===== config.mk =====
export PLATFORM = sky130hd
export DESIGN_NAME = cwf_line_fill
export DESIGN_NICKNAME = d
export VERILOG_FILES = /design/src/rtl/cwf_line_fill.sv
export SDC_FILE = /design/constraint.sdc
export NUM_CORES = 1
export LEC_CHECK = 0
export ABC_CLOCK_PERIOD_IN_PS = 8800
export CORE_AREA = 2 2 292 294
export CTS_CLUSTER_DIAMETER = 60
export DETAILED_ROUTE_END_ITERATION = 10
export DIE_AREA = 0 0 294 296
export SYNTH_ARGS = -nofsm -noshare
export SYNTH_HDL_FRONTEND = slang
export SYNTH_SLANG_ARGS = --single-unit

===== constraint.sdc =====
create_clock -name clk -period 8.8 [get_ports clk]
set_input_delay 1.32 -clock clk [delete_from_list [all_inputs] [get_ports clk]]
set_output_delay 1.32 -clock clk [all_outputs]
set_load 0.01 [all_outputs]

===== src/rtl/cwf_line_fill.sv =====
module cwf_line_fill #(
  parameter int ADDR_W     = 32,
  parameter int LINE_BYTES = 64,
  parameter int CHUNK_W    = 64
) (
  input  logic                      clk,
  input  logic                      rst_n,
  input  logic                      miss_valid,
  input  logic [ADDR_W-1:0]         miss_addr,
  output logic                      miss_ready,
  output logic                      mem_req_valid,
  output logic [ADDR_W-1:0]         mem_req_addr,
  output logic [$clog2(LINE_BYTES*8/CHUNK_W)-1:0] mem_req_start,
  input  logic                      mem_beat_valid,
  input  logic [CHUNK_W-1:0]        mem_beat_data,
  output logic                      ld_valid,
  output logic [CHUNK_W-1:0]        ld_data,
  output logic                      line_done,
  output logic [ADDR_W-1:0]         arr_wr_addr,
  output logic [LINE_BYTES*8-1:0]   arr_wr_data
);

  localparam int NCHUNK = LINE_BYTES * 8 / CHUNK_W;
  localparam int IDX_W  = $clog2(NCHUNK);
  localparam int OFF_W  = $clog2(LINE_BYTES);
  localparam int CB_W   = $clog2(CHUNK_W / 8);

  typedef enum logic [1:0] {S_IDLE, S_FILL, S_COMMIT} state_t;

  state_t            state_q;
  logic [IDX_W-1:0]  start_q;
  logic [IDX_W-1:0]  cnt_q;
  logic [ADDR_W-1:0] line_q;
  logic [CHUNK_W-1:0] buf_q [NCHUNK];

  logic             accept;
  logic             beat_in;
  logic             last_beat;
  logic [IDX_W-1:0] slot;

  assign miss_ready    = (state_q == S_IDLE);
  assign accept        = miss_valid && miss_ready;
  assign mem_req_valid = accept;
  assign mem_req_addr  = {miss_addr[ADDR_W-1:OFF_W], {OFF_W{1'b0}}};
  assign mem_req_start = miss_addr[OFF_W-1:CB_W];

  assign beat_in   = (state_q == S_FILL) && mem_beat_valid;
  assign last_beat = beat_in && (cnt_q == IDX_W'(NCHUNK - 1));
  assign slot      = start_q + cnt_q;

  assign ld_valid  = beat_in && (cnt_q == '0);
  assign ld_data   = mem_beat_data;

  assign line_done   = (state_q == S_COMMIT);
  assign arr_wr_addr = line_q;

  always_ff @(posedge clk) begin
    if (!rst_n) begin
      state_q <= S_IDLE;
      start_q <= '0;
      cnt_q   <= '0;
      line_q  <= '0;
    end else begin
      case (state_q)
        S_IDLE: if (accept) begin
          state_q <= S_FILL;
          start_q <= mem_req_start;
          cnt_q   <= '0;
          line_q  <= mem_req_addr;
        end
        S_FILL: if (beat_in) begin
          cnt_q <= cnt_q + 1'b1;
          if (last_beat) state_q <= S_COMMIT;
        end
        default: state_q <= S_IDLE;
      endcase
    end
  end

  for (genvar i = 0; i < NCHUNK; i++) begin : g_chunk
    always_ff @(posedge clk) begin
      if (!rst_n) buf_q[i] <= '0;
      else if (beat_in && slot == IDX_W'(i)) buf_q[i] <= mem_beat_data;
    end
    assign arr_wr_data[i*CHUNK_W +: CHUNK_W] = buf_q[i];
  end

  p_first_beat_r3: assert property (@(posedge clk) disable iff (!rst_n)
    ld_valid |-> (mem_beat_valid && ld_data == mem_beat_data));

  p_single_release_r4: assert property (@(posedge clk) disable iff (!rst_n)
    ld_valid |=> !ld_valid);

  p_done_pulse_r6: assert property (@(posedge clk) disable iff (!rst_n)
    line_done |=> !line_done);

  p_busy_after_req_r7: assert property (@(posedge clk) disable iff (!rst_n)
    mem_req_valid |=> !miss_ready);

  p_reopen_after_done_r7: assert property (@(posedge clk) disable iff (!rst_n)
    line_done |=> miss_ready);

  p_no_req_when_busy_r7: assert property (@(posedge clk) disable iff (!rst_n)
    !miss_ready |-> !mem_req_valid);

  p_no_release_when_idle_r8: assert property (@(posedge clk) disable iff (!rst_n)
    miss_ready |-> !ld_valid);

endmodule


Word-level counts from Yosys, hierarchy flattened
Memories as Yosys holds them, arrays and structs flattened.
Index checks and enable logic that the tools add are counted.
{ "totals": {"ff_bits": 34, "ram_bits": 512, "inputBits": 100, "mem_count": 1} }
{ "op_classes": {"addsub": 2, "eq_ne": 13, "mux": 40, "bitwise_logic": 8, "reduce_logical": 19} }
{ "mem_list": {"columns": ["memory", "depth", "width", "read_ports", "rd_clocked_by_memory_dff", "wr", "line_no", "rtl"], "rows": [
  ["buf_q", 8, 64, 8, 0, 8, "34", "logic [CHUNK_W-1:0] buf_q [NCHUNK];"]
]} }
{ "ops": {"columns": ["cell", "count"], "rows": [
  ["$mux W64", 8],
  ["$mux W1", 25],
  ["$eq A3 B3 Y1 const B", 5],
  ["$logic_and A1 B1 Y1", 12],
  ["$or A1 B1 Y1", 8],
  ["$eq A3 B2 Y1 const B", 2],
  ["$logic_not A3 Y1", 2],
  ["$mux W2", 3],
  ["$mux W3", 2],
  ["$pmux W3 S2", 1],
  ["$reduce_and A3 Y1", 2],
  ["$ne A2 B2 Y1 const B", 2],
  ["$pmux W2 S2", 1],
  ["$add A3 B1 Y3 const B", 1],
  ["$add A3 B3 Y3", 1],
  ["$eq A3 B1 Y1 const B", 1],
  ["$eq A2 B1 Y1 const B", 1],
  ["$eq A2 B2 Y1 const B", 1],
  ["$logic_not A2 Y1", 1],
  ["$ne A2 B1 Y1 const B", 1],
  ["$reduce_and A2 Y1", 1],
  ["$reduce_bool A2 Y1", 1]
]} }

Logic depth before layout (Yosys ltp)
Gate-level depths: netlist of run 1.
{ "logic_depth": {"word_depth": 7, "ltp_mapped": 7, "ltp_nobuf": 6} }

Worst setup path after synthesis of run 1
OpenSTA, ideal clock, no wires.
{ "synth_path": {"path_type": "input-to-reg", "startpoint": "in mem_beat_valid", "endpoint": "mem buf_q[6][0], in the netlist buf_q[1][128] (enable)", "setup_ns": 0.661, "t_arrival_ns": 8.068, "t_required_ns": 8.139, "path_slack_ns": 0.072, "stages": 2, "path_cell_list": "nand3b_1 -> o41ai_1"} }
{ "synth_lines": {"columns": ["item", "line_no", "rtl"], "rows": [
  ["start: declaration", "14", "input logic mem_beat_valid,"],
  ["end: declaration", "34", null]
]} }

Worst setup path in the final report of run 1
{ "layout_path": {"startpoint": "in miss_valid", "endpoint": "out mem_req_valid"} }
{ "layout_via": {"elab_chain_cells": 1} }
{ "layout_rtl": {"columns": ["item", "line_no", "rtl"], "rows": [
  ["start: declaration", "8", "input logic miss_valid,"],
  ["$logic_and A1 B1 Y1", "42", "assign accept = miss_valid && miss_ready;"],
  ["end: declaration", "11", "output logic mem_req_valid,"]
]} }
Every way passes these cells.

==> summary.json, run 1 <==
{
  "run_status": {
    "run_status": "complete, no violations"
  },
  "placed_design": {
    "post_dp_cell_area_um2": 29300,
    "numPortBuffers": 731,
    "pre_cts_ws_ps": 3770,
    "post-dp-hpwl_um": 47800,
    "finalWeightedCongestion": 0.808
  },
  "sta": {
    "finalCritPeriodShare_pct": 57.1,
    "finalCriticalPeriod_ps": 5020,
    "fin_tns_setup_ps": 0,
    "timing.final.max_slew_violations": 0,
    "transition_at_the_pin_with_the_smallest_max_transition_slack_ps": 1210,
    "setup_viol": 0,
    "report.final.hold_viol_count": 0,
    "worst_relative_slew_slack_pct": 19.1,
    "finalWorstSetupSlack_ps": 3780,
    "grt_setup_unrepaired": "false",
    "timing.clock.skew_ps": 27.8,
    "max_clock_freq_ghz": 0.199,
    "fin_hold_ws_ps": 465
  },
  "route": {
    "dr_total_vias": 13300,
    "drt_first_pass_iters": 5,
    "vias_per_cell": 4.16,
    "routed_wire_length_per_instance_um": 21.8,
    "drc_errors": 0,
    "wirelength_um": 69400,
    "dr.first_iter.drc_count": 897,
    "ant_nets": 0
  },
  "clock_tree": {
    "clock_h_tree_levels": 2,
    "clk_pin_slew_ps": 60,
    "cts_root_buffer": "sky130_fd_sc_hd__clkbuf_16",
    "post-cts-setup-buffers": 0,
    "clockBufferDepth": 3,
    "clock_tree_from_tritoncts": "built",
    "hold_buffers": 0,
    "clock_latency_ps": 650,
    "clkSinkCount": 546,
    "post_cts_resized": 0,
    "total_clock_buffers_created_by_cts": 61
  },
  "synth": {
    "netlist_top_cells_area": "sky130_fd_sc_hd__edfxtp_1, sky130_fd_sc_hd__and2_1, sky130_fd_sc_hd__buf_4",
    "synth-seq-area-share_pct": 75.5,
    "syn_inst": 1365,
    "synth.cell_area_um2": 21300,
    "synth_largest_area_cell": "sky130_fd_sc_hd__edfxtp_1",
    "synthDistinctLibCells": 31,
    "post_syn_area_per_cell_um2": 15.6,
    "ys.warnings.count": 0,
    "ys_ff_latch": 546,
    "yosysTopAreaCellShare_pct": 72.3
  },
  "grt": {
    "grt_start_max_net_pins": 52,
    "grt_first_pass_wirelength_um": 95200,
    "overflow_after_grt": 0,
    "first_global_vias": 13400,
    "grt_usage_pct": 15.2,
    "grt_antenna_before_repair": 9
  },
  "worst_setup_path": {
    "worstSetupPathType": "in -> out",
    "worstPathMaxFanout": 30,
    "worst_ep_required_time_ps": 7480,
    "setup.worst_path.start_class": "primary input",
    "worst-endpoint-arrival_ps": 3700,
    "critical_path.endpoint_type": "output port"
  },
  "floorplanning": {
    "design.portCount": 747,
    "die_width_um": 294,
    "floorplan.core_area_um2": 84200,
    "floorplan.die_area_um2": 87000,
    "initial_utilization_pct": 25.3,
    "die_h_um": 296,
    "rows": 107
  },
  "layout": {
    "finish.net_count": 2143,
    "final_area_um2": 31300,
    "fillerInstances": 7909,
    "final_layout_size_suffix_gt1_share_pct": 8.71,
    "core_util_final_pct": 37.2,
    "multiInputGateArea_um2": 4280,
    "area.growth.synth_to_final_pct": 47.2,
    "area.sequential_um2": 16100
  },
  "pwr": {
    "p_per_area_nw_per_um2": 195,
    "power_leakage_uw": 0.0114,
    "ir_worst_vdd_mv": 0.140
  },
  "hold_path": {
    "hold_crit_class": "reg -> reg"
  },
  "run": {
    "maxCapViolCount": 0
  }
}
==> cells in the final DEF (no fill, tap or decap), drive strengths merged, types with 5 or more instances in the layout <==
master	n
dfxtp	34
inv	12
edfxtp	512
and2	512
clkdlybuf4s50	730
buf	34
clkinvlp	5
clkinv	27
nand2	62
o21ai	7
bufinv	5
conb	12
clkbuf	71
nand3	5
a21boi	32
nor3	6
==> critical path, stage by stage <==
cell                              delay [ps]
sky130_fd_sc_hd__clkdlybuf4s50_1         470
sky130_fd_sc_hd__or3b_2                  460
sky130_fd_sc_hd__inv_1                   750
sky130_fd_sc_hd__clkdlybuf4s50_1         700
==> sequential cells by signal, summed over array words and instances, names as in the netlist <==
register     cells
cnt_q            3
start_q          3
arr_wr_addr     26
buf_q          512
state_q          2
==> synth_stat cells <==
cell                       instances
sky130_fd_sc_hd__nand2b_1          2
sky130_fd_sc_hd__clkbuf_2         12
sky130_fd_sc_hd__or3b_2            1
sky130_fd_sc_hd__nor4_4            2
sky130_fd_sc_hd__buf_2             4
sky130_fd_sc_hd__o21ai_0           7
sky130_fd_sc_hd__a21boi_0         32
sky130_fd_sc_hd__inv_1             5
sky130_fd_sc_hd__edfxtp_1        512
sky130_fd_sc_hd__nor2_1            1
sky130_fd_sc_hd__xor3_4            1
sky130_fd_sc_hd__nor3_4            6
sky130_fd_sc_hd__fa_1              1
sky130_fd_sc_hd__xnor3_4           1
sky130_fd_sc_hd__nor2b_1           1
sky130_fd_sc_hd__nand4b_2          1
sky130_fd_sc_hd__nor3b_1           2
sky130_fd_sc_hd__and3_1            1
sky130_fd_sc_hd__nand2_1          62
sky130_fd_sc_hd__ha_1              4
sky130_fd_sc_hd__clkbuf_1         44
sky130_fd_sc_hd__nand3_1           5
sky130_fd_sc_hd__conb_1            1
sky130_fd_sc_hd__nand3b_1          1
sky130_fd_sc_hd__and3b_1           1
sky130_fd_sc_hd__dfxtp_1          34
sky130_fd_sc_hd__o41ai_1           2
sky130_fd_sc_hd__buf_4           105
sky130_fd_sc_hd__or2_2             2
sky130_fd_sc_hd__and2_2           34
sky130_fd_sc_hd__and2_1          478
==> metrics by stage <==
step | power [µW] | cells
5_1_grt | 6280 | 3181
3_3_place_gp | 3610 | 3065
6_report | 6090 | 3184
4_1_cts | 6160 | 3180
2_1_floorplan | 3240 | 1376
3_5_place_dp | 3620 | 3065
==> metal layers <==
layer  up-vias  part of all wire (%)  routed length, µm  GRT usage, %
met2       684                    50              34900          26.5
met4         0                   3.8               2650          6.41
met1      6501                    37              25700          17.8
li1       5950                     -                  -             -
met3       121                   8.9               6160          3.96
met5         -                     0                  0             0
==> final timing paths <==
path | endpoint | start | slack [ps] | cells past startpoint
hold / removal | arr_wr_addr[13]$_SDFFE_PN0P_ | arr_wr_addr[13]$_SDFFE_PN0P_ | 460 | 2
hold reg to reg | arr_wr_addr[13]$_SDFFE_PN0P_ | arr_wr_addr[13]$_SDFFE_PN0P_ | 460 | 2
setup / recovery | mem_req_valid | miss_valid | 3780 | 4
setup reg to reg | buf_q[0][116]$_SDFFCE_PN0P_ | cnt_q[0]$_SDFFE_PN0P_ | 5120 | 6
==> report_power, final <==
part / switching [µW] / internal [µW]
registers: 35.9 / 2940
clock network: 1090 / 1440
logic: 303 / 272
==> area by class of cell <==
type,instances,area share (%)
flip-flops and latches,546,51.3
repair buffers,764,24.2
multi-input cells,660,13.7
clock buffers,71,5.00
well taps,1090,4.36
clock inverters,44,1.42
inverters,5,0.0600
diodes,4,0.0320
==> cells by family after synthesis <==
| kind of cell | after synthesis | synth area share (%) |
|---|---|---|
| xor+xnor | 2 | 0.253 |
| compound gates | 41 | 1.38 |
| flops | 546 | 75.5 |
| other cells | 1 | 0.0176 |
| simple gates | 600 | 17.6 |
| buf+inv | 170 | 4.95 |
| fa+ha+maj | 5 | 0.329 |
Note: power is estimated with default switching activity, not from simulation.
==> run 2, diff against run 1 <==
ABC_CLOCK_PERIOD_IN_PS = 5100   (was 8800)
CORE_AREA = 2 2 287 289   (was 2 2 292 294)
DIE_AREA = 0 0 289 291   (was 0 0 294 296)
clock period = 5.1 ns   (was 8.8 ns; I/O delays follow)
==> run 2 against run 1 <==
Effect of this change:
- worst setup slack got worse by 2100 ps
- hold slack got worse by 2.3 ps
- largest power group unchanged
- largest cell class unchanged
- die area fell by 3.4%
- wire length fell by 1.6%
- first-iteration DRC count rose by 0.89%
- clock skew fell by 0.77 ps
- register-to-register slack got worse by 3200 ps
- cell count fell by 0.88%
- flip-flop and latch count did not move
- combinational power rose by 73%
==> summary.json, run 2 (synthesis results as in run 1) <==
{
  "clock_tree": {
    "hold_buffers": {"value": 0, "change": "unchanged"},
    "clock_tree_from_tritoncts": "built",
    "clkSinkCount": {"value": 546, "change": "unchanged"},
    "clockBufferDepth": {"value": 3, "change": "unchanged"},
    "clock_latency": {"value": 620, "unit": "ps", "change": "-30 ps"},
    "clock_h_tree_levels": {"value": 2, "change": "unchanged"},
    "cts_root_buffer": "sky130_fd_sc_hd__clkbuf_16",
    "clk_pin_slew": {"value": 60, "unit": "ps", "change": "about the same"},
    "post-cts-setup-buffers": {"value": 0, "change": "unchanged"},
    "total_clock_buffers_created_by_cts": {"value": 61, "change": "unchanged"},
    "post_cts_resized": {"value": 0, "change": "unchanged"}
  },
  "worst_setup_path": {
    "worst_ep_required_time": {"value": 4340, "unit": "ps", "change": "-3140 ps"},
    "worst-endpoint-arrival": {"value": 2710, "unit": "ps", "change": "-990 ps"},
    "delay_contributed_by_the_slowest_stage_of_the_critical_path": {"value": 610, "unit": "ps", "change": "-140 ps"},
    "critPathBufInv": {"value": 4, "change": "+1"},
    "cpLargestDelayFamily": "buffers and inverters",
    "setup.worst_path.start_class": "primary input",
    "worstPathMaxFanout": {"value": 30, "change": "unchanged"},
    "worstSetupPathType": "in -> out",
    "crit_top_cell": "sky130_fd_sc_hd__clkdlybuf4s50_1",
    "critical_path.endpoint_type": "output port",
    "worstPathCellList": "clkdlybuf4s50_1 > or3b_2 > inv_1 > buf_4 > clkdlybuf4s50_1",
    "crit_slowest_cell": "sky130_fd_sc_hd__clkdlybuf4s50_1"
  },
  "layout": {
    "core_util_final": {"value": 38.4, "unit": "%", "change": "+1.2 points"},
    "final_layout_size_suffix_gt1_share": {"value": 8.26, "unit": "%", "change": "-0.45 points"},
    "layout_commonest_cell": "sky130_fd_sc_hd__clkdlybuf4s50_1",
    "finish.net_count": {"value": 2140, "change": "-0.14%"},
    "fillerInstances": {"value": 7568, "change": "-4.3%"},
    "final_area": {"value": 31200, "unit": "µm²", "change": "-0.43%"},
    "mostFrequentLayoutCells": "sky130_fd_sc_hd__clkdlybuf4s50_1, sky130_fd_sc_hd__edfxtp_1, sky130_fd_sc_hd__and2_1, sky130_fd_sc_hd__nand2_1, sky130_fd_sc_hd__clkbuf_16",
    "area.growth.synth_to_final_pct": 46.5,
    "max_flop_register": "buf_q",
    "largest_reg_flops": {"value": 512, "change": "unchanged"}
  },
  "placed_design": {
    "post_dp_cell_area": {"value": 29300, "unit": "µm²", "change": "about the same"},
    "post-dp-hpwl": {"value": 45900, "unit": "µm", "change": "-3.9%"},
    "numPortBuffers": {"value": 731, "change": "unchanged"},
    "finalWeightedCongestion": {"value": 0.797, "change": "-1.4%"}
  },
  "run": {
    "maxCapViolCount": {"value": 0, "change": "unchanged"}
  },
  "sta": {
    "max_clock_freq_ghz": 0.288,
    "timing.final.max_slew_violations": {"value": 0, "change": "unchanged"},
    "setup_viol": {"value": 0, "change": "unchanged"},
    "finalCriticalPeriod_ps": 3470,
    "grt_setup_unrepaired": "false",
    "worst_relative_slew_slack": {"value": 40.7, "unit": "%", "change": "+22 points"},
    "transition_at_the_pin_with_the_smallest_max_transition_slack": {"value": 890, "unit": "ps", "change": "-319 ps"},
    "report.final.hold_viol_count": {"value": 0, "change": "unchanged"},
    "finalCritPeriodShare_pct": 68.1,
    "timing.clock.skew": {"value": 27.1, "unit": "ps", "change": "-0.773 ps"}
  },
  "grt": {
    "globalRouteMet1Util": {"value": 17.6, "unit": "%", "change": "-0.20 points"},
    "grt_first_pass_wirelength": {"value": 95500, "unit": "µm", "change": "+0.31%"},
    "first_global_vias": {"value": 13600, "change": "+1.6%"},
    "overflow_after_grt": {"value": 0, "change": "unchanged"},
    "global_route.peak_usage_layer": "met2",
    "use_met2": {"value": 28.4, "unit": "%", "change": "+1.9 points"},
    "met3_usage": {"value": 3.98, "unit": "%", "change": "+0.017 points"},
    "grt_antenna_before_repair": {"value": 7, "change": "-2"},
    "grt_usage": {"value": 15.6, "unit": "%", "change": "+0.39 points"},
    "grt_start_max_net_pins": {"value": 65, "change": "+25%"}
  },
  "route": {
    "routed_wire_length_per_instance": {"value": 21.7, "unit": "µm", "change": "-0.69%"},
    "drc_errors": {"value": 0, "change": "unchanged"},
    "dr.first_iter.drc_count": {"value": 905, "change": "+0.89%"},
    "dr_total_vias": {"value": 13200, "change": "-0.17%"},
    "ant_nets": {"value": 0, "change": "unchanged"},
    "wirelength": {"value": 68300, "unit": "µm", "change": "-1.6%"},
    "vias_per_cell": {"value": 4.19, "change": "+0.72%"},
    "drt_first_pass_iters": {"value": 5, "change": "unchanged"}
  },
  "floorplanning": {
    "die_h": {"value": 291, "unit": "µm", "change": "-1.7%"},
    "floorplan.die_area": {"value": 84100, "unit": "µm²", "change": "-3.4%"},
    "initial_utilization": {"value": 26.2, "unit": "%", "change": "+0.94 points"},
    "die_width": {"value": 289, "unit": "µm", "change": "-1.7%"},
    "floorplan.core_area": {"value": 81200, "unit": "µm²", "change": "-3.6%"},
    "rows": {"value": 105, "change": "-1.9%"},
    "design.portCount": {"value": 747, "change": "unchanged"}
  },
  "pwr": {
    "ir_worst_vdd": {"value": 0.241, "unit": "mV", "change": "+73%"},
    "power_leakage": {"value": 0.0114, "unit": "µW", "change": "-0.46%"},
    "p_per_area": {"value": 328, "unit": "nW/µm²", "change": "+68%"}
  },
  "hold_path": {
    "hold_crit_class": "reg -> reg"
  },
  "run_status": {
    "run_status": "complete, no violations"
  }
}
-- run 2: cell types whose count changed in the layout (fill, tap and decap cells not counted), sizes merged --
| cell | previous run | this run |
|---|---|---|
| clkbuf | 71 | 83 |
| buf | 34 | 31 |
| clkinv | 27 | 21 |
| diode | 4 | 3 |
| bufinv | 5 | 1 |
| clkinvlp | 5 | 3 |
| inv | 12 | 8 |
-- run 2: stage by stage --
| stage | hold WS, ps | std cells | setup slack [ps] | TNS, ps | power [µW] |
|---|---|---|---|---|---|
| 2_1_floorplan | 443 | 1376 | -1730 | -266100 | 5580 |
| 3_3_place_gp | 452 | 3042 | 1580 | 0 | 6240 |
| 3_5_place_dp | 459 | 3042 | 1610 | 0 | 6250 |
| 4_1_cts | 466 | 3153 | 1600 | 0 | 10300 |
| 5_1_grt | 482 | 3153 | 1520 | 0 | 10500 |
| 6_report | 462 | 3156 | 1630 | 0 | 10200 |
-- run 2: final timing paths --
path,from,end,slack (ps),cells after the start
hold / removal,arr_wr_addr[17]$_SDFFE_PN0P_,arr_wr_addr[17]$_SDFFE_PN0P_,460,2
setup reg to reg,start_q[0]$_SDFFE_PN0P_,buf_q[1][46]$_SDFFCE_PN0P_,1930,7
setup / recovery,miss_valid,mem_req_valid,1630,5
hold reg to reg,arr_wr_addr[17]$_SDFFE_PN0P_,arr_wr_addr[17]$_SDFFE_PN0P_,460,2
-- run 2: where the power goes --
| group | internal [µW] | switching [µW] |
|---|---|---|
| clock network | 2280 | 1800 |
| registers | 5080 | 59.0 |
| logic | 474 | 521 |
| total | 7840 | 2380 |
-- run 2: worst register-to-register path, stage by stage (launching register included) --
cell,delay [ps]
sky130_fd_sc_hd__dfxtp_1,370
sky130_fd_sc_hd__ha_1,160
sky130_fd_sc_hd__inv_1,40
sky130_fd_sc_hd__fa_1,830
sky130_fd_sc_hd__nand2b_1,280
sky130_fd_sc_hd__or2_2,390
sky130_fd_sc_hd__o21ai_4,310
sky130_fd_sc_hd__buf_12,390
-- run 2: metal layers --
layer	wire length [µm]	vias to the layer above	part of all wire (%)
li1	-	5934	-
met1	24900	6545	36
met2	35500	639	52
met3	5920	116	8.7
met4	2050	0	3.0
met5	0	-	0
-- run 2: layout make-up --
type	instances	area, µm²	area share (%)
Timing Repair Buffer	761	7590	24.3
Clock buffer	83	1620	5.19
Clock inverter	28	233	0.747
Inverter	5	18.8	0.0602
Tap cell	1070	1340	4.30
Sequential cell	546	16100	51.5
Multi-Input combinational cell	660	4310	13.8
Antenna cell	3	7.51	0.0241
==> run 3, diff against run 2 <==
ABC_CLOCK_PERIOD_IN_PS = 2800   (was 5100)
CORE_AREA = 2 2 292 294   (was 2 2 287 289)
DIE_AREA = 0 0 294 296   (was 0 0 289 291)
clock period = 2.8 ns   (was 5.1 ns; I/O delays follow)
==> run 3 against run 2 <==
Effect of this change:
- via count up 0.48%
- clock-buffer cell count down 10
- global-route usage down 0.28 points
- utilization down 0.34 points
- first-iteration DRC count down 7.6%
- combinational power up 94%
- wire length up 2.0%
- hold slack worse by 130 ps
- clock power up 94%
- non-clock buffer count up 47
- register-to-register slack worse by 1600 ps
==> summary.json, run 3 (synthesis results as in run 1) <==
{
  "run_status": {
    "run_status": "complete, no violations"
  },
  "worst_setup_path": {
    "critical_path_depth": {"value": 3, "change": "-2"},
    "setup.worst_path.start_class": "register",
    "rrSetupSlack": {"value": 300, "unit": "ps", "change": "-1630 ps"},
    "critPathBufInv": {"value": 2, "change": "-2"},
    "critical_path.endpoint_type": "output port",
    "critical_path.reg2reg.endpoint": "buf_q[1][32]$_SDFFCE_PN0P_",
    "worstPathMaxFanout": {"value": 8, "change": "-73%"},
    "worstPathCellList": "or3b_2 > inv_1 > clkdlybuf4s50_1",
    "timing.rr.start": "cnt_q[0]$_SDFFE_PN0P_",
    "cpLargestDelayFamily": "buffers and inverters",
    "worstSetupPathType": "reg -> out",
    "crit_slowest_cell": "sky130_fd_sc_hd__clkdlybuf4s50_1",
    "worst_ep_required_time": {"value": 2380, "unit": "ps", "change": "-1960 ps"},
    "reg2reg_path_depth": {"value": 7, "change": "unchanged"},
    "worst-endpoint-arrival": {"value": 2150, "unit": "ps", "change": "-560 ps"},
    "delay_contributed_by_the_slowest_stage_of_the_critical_path": {"value": 560, "unit": "ps", "change": "-50 ps"}
  },
  "run": {
    "maxCapViolCount": {"value": 0, "change": "unchanged"}
  },
  "sta": {
    "finalCriticalPeriod_ps": 2570,
    "timing.clock.skew": {"value": 22.5, "unit": "ps", "change": "-4.60 ps"},
    "worst_relative_slew_slack": {"value": 65.3, "unit": "%", "change": "+25 points"},
    "report.final.hold_viol_count": {"value": 0, "change": "unchanged"},
    "max_clock_freq_ghz": 0.390,
    "transition_at_the_pin_with_the_smallest_max_transition_slack": {"value": 519, "unit": "ps", "change": "-371 ps"},
    "finalCritPeriodShare_pct": 91.6,
    "grt_setup_unrepaired": "false",
    "timing.final.max_slew_violations": {"value": 0, "change": "unchanged"},
    "setup_viol": {"value": 0, "change": "unchanged"}
  },
  "clock_tree": {
    "clock_h_tree_levels": {"value": 2, "change": "unchanged"},
    "clk_pin_slew": {"value": 60, "unit": "ps", "change": "about the same"},
    "cts_root_buffer": "sky130_fd_sc_hd__clkbuf_16",
    "clock_tree_from_tritoncts": "built",
    "total_clock_buffers_created_by_cts": {"value": 61, "change": "unchanged"},
    "hold_buffers": {"value": 0, "change": "unchanged"},
    "clockBufferDepth": {"value": 3, "change": "unchanged"},
    "clock_latency": {"value": 620, "unit": "ps", "change": "about the same"},
    "clkSinkCount": {"value": 546, "change": "unchanged"}
  },
  "route": {
    "wirelength": {"value": 69700, "unit": "µm", "change": "+2.0%"},
    "dr_total_vias": {"value": 13300, "change": "+0.48%"},
    "routed_wire_length_per_instance": {"value": 21.6, "unit": "µm", "change": "-0.38%"},
    "drt_first_pass_iters": {"value": 5, "change": "unchanged"},
    "vias_per_cell": {"value": 4.12, "change": "-1.8%"},
    "ant_nets": {"value": 0, "change": "unchanged"},
    "drc_errors": {"value": 0, "change": "unchanged"},
    "dr.first_iter.drc_count": {"value": 836, "change": "-7.6%"}
  },
  "hold_path": {
    "sink_of_the_worst_hold_path": "start_q[0]$_SDFFE_PN0P_",
    "hold_path_startpoint": "rst_n",
    "hold_crit_class": "in -> reg",
    "whs_path_depth": {"value": 3, "change": "+1"}
  },
  "layout": {
    "core_util_final": {"value": 38.0, "unit": "%", "change": "-0.34 points"},
    "fillerInstances": {"value": 7818, "change": "+3.3%"},
    "largest_reg_flops": {"value": 512, "change": "unchanged"},
    "finalNonFillerCells": {"value": 3230, "change": "+2.3%"},
    "area.growth.synth_to_final_pct": 50.6,
    "max_flop_register": "buf_q",
    "layout_commonest_cell": "sky130_fd_sc_hd__clkdlybuf4s50_1",
    "finish.net_count": {"value": 2187, "change": "+2.2%"},
    "final_layout_size_suffix_gt1_share": {"value": 11.1, "unit": "%", "change": "+2.8 points"},
    "mostFrequentLayoutCells": "sky130_fd_sc_hd__clkdlybuf4s50_1, sky130_fd_sc_hd__edfxtp_1, sky130_fd_sc_hd__and2_1, sky130_fd_sc_hd__nand2_1, sky130_fd_sc_hd__clkbuf_16"
  },
  "pwr": {
    "power.share.switching": {"value": 23.1, "unit": "%", "change": "-0.13 points"},
    "power_frac_seq": {"value": 48.7, "unit": "%", "change": "-1.6 points"},
    "ir_worst_vdd": {"value": 0.388, "unit": "mV", "change": "+61%"},
    "p_per_area": {"value": 600, "unit": "nW/µm²", "change": "+83%"},
    "power_leakage": {"value": 0.0118, "unit": "µW", "change": "+3.6%"},
    "relative_contribution_of_combinational_cells_to_total_power": {"value": 10.0, "unit": "%", "change": "+0.3 points"},
    "power.clock.fraction": {"value": 41.3, "unit": "%", "change": "+1.4 points"},
    "power_report.internal_total": {"value": 14800, "unit": "µW", "change": "+88%"},
    "power.net_switching": {"value": 4440, "unit": "µW", "change": "+87%"}
  },
  "placed_design": {
    "numPortBuffers": {"value": 731, "change": "unchanged"},
    "post-dp-hpwl": {"value": 48100, "unit": "µm", "change": "+4.8%"},
    "finalWeightedCongestion": {"value": 0.816, "change": "+2.4%"},
    "dpl.cell_count": {"value": 3108, "change": "+2.2%"}
  },
  "floorplanning": {
    "die_h": {"value": 296, "unit": "µm", "change": "+1.7%"},
    "rows": {"value": 107, "change": "+1.9%"},
    "die_width": {"value": 294, "unit": "µm", "change": "+1.7%"},
    "design.portCount": {"value": 747, "change": "unchanged"},
    "floorplan.die_area": {"value": 87000, "unit": "µm²", "change": "+3.5%"},
    "initial_utilization": {"value": 25.3, "unit": "%", "change": "-0.94 points"},
    "floorplan.core_area": {"value": 84200, "unit": "µm²", "change": "+3.7%"}
  },
  "grt": {
    "grt_antenna_before_repair": {"value": 9, "change": "+2"},
    "grt_usage": {"value": 15.3, "unit": "%", "change": "-0.28 points"},
    "overflow_after_grt": {"value": 0, "change": "unchanged"},
    "grt_start_max_net_pins": {"value": 65, "change": "unchanged"},
    "first_global_vias": {"value": 13600, "change": "-0.20%"},
    "grt_first_pass_wirelength": {"value": 95800, "unit": "µm", "change": "+0.27%"}
  }
}
## run 3: cell types whose count changed in the layout (fill, tap and decap cells not counted), sizes merged
cell and delta:
bufinv +4, buf +47, clkinv +10, clkbuf -10, diode +3
## run 3: power by group through the flow
stage	combinational (µW)	clock [µW]	sequential [µW]
2_1_floorplan	434	0	9720
3_3_place_gp	1950	0	9520
3_5_place_dp	1960	0	9530
4_1_cts	1970	8110	9360
5_1_grt	2030	8440	9390
6_report	1930	7930	9360
## run 3: worst max-delay path by stage
stage | start | endpoint | slack [ps]
after floorplan | cnt_q[0]$_SDFFE_PN0P_ | buf_q[0][128]$_SDFFCE_PN0P_ | -1160
after CTS | state_q[0]$_SDFFE_PN0P_ | ld_valid | 30
after detailed placement | mem_beat_valid | ld_valid | 130
final | state_q[0]$_SDFFE_PN0P_ | mem_req_valid | 230
after global routing | state_q[0]$_SDFFE_PN0P_ | mem_req_valid | 160
after global placement | mem_beat_valid | ld_valid | 150
## run 3: routing by layer
metal | GRT usage, % | vias up | wire [µm]
met5 | 0 | - | 0
met4 | 5.03 | 0 | 1920
met3 | 4.38 | 111 | 6010
met2 | 27.2 | 659 | 35300
met1 | 17.8 | 6482 | 26400
li1 | - | 6046 | -
## run 3: cell type report
class | instances | area, µm² | area share (%)
multi-input cells | 660 | 4350 | 13.6
clock buffers | 73 | 1600 | 5.00
inverters | 5 | 18.8 | 0.0586
diodes | 6 | 15.0 | 0.0469
clock inverters | 42 | 402 | 1.25
flip-flops and latches | 546 | 16100 | 50.1
well taps | 1090 | 1360 | 4.26
repair buffers | 808 | 8230 | 25.7
## run 3: worst register-to-register path: stages (launching register included)
cell and delay (ps):
sky130_fd_sc_hd__dfxtp_2 370, sky130_fd_sc_hd__ha_4 140, sky130_fd_sc_hd__inv_2 30, sky130_fd_sc_hd__fa_2 650, sky130_fd_sc_hd__nand2b_4 110, sky130_fd_sc_hd__or2_4 270, sky130_fd_sc_hd__o21ai_4 160, sky130_fd_sc_hd__buf_4 390
## run 3: repair_timing
action / in CTS / in global routing
buffers inserted: 0 / 1
pin swaps: 0 / 1
gates resized for setup: 1 / 0
endpoints found under the setup margin: 1 / 1
## run 3: metrics by stage
| step | setup TNS [ps] | hold WS, ps | instance area [µm²] | worst slack (ps) | power, µW |
|---|---|---|---|---|---|
| after detailed placement | 0 | 459 | 30000 | 131 | 11500 |
| after CTS | 0 | 290 | 32000 | 28.3 | 19400 |
| after global placement | 0 | 453 | 30000 | 154 | 11500 |
| final | 0 | 336 | 32000 | 235 | 19200 |
| after global routing | 0 | 320 | 32000 | 159 | 19900 |
| after floorplan | -302620 | 443 | 21400 | -1160 | 10200 |
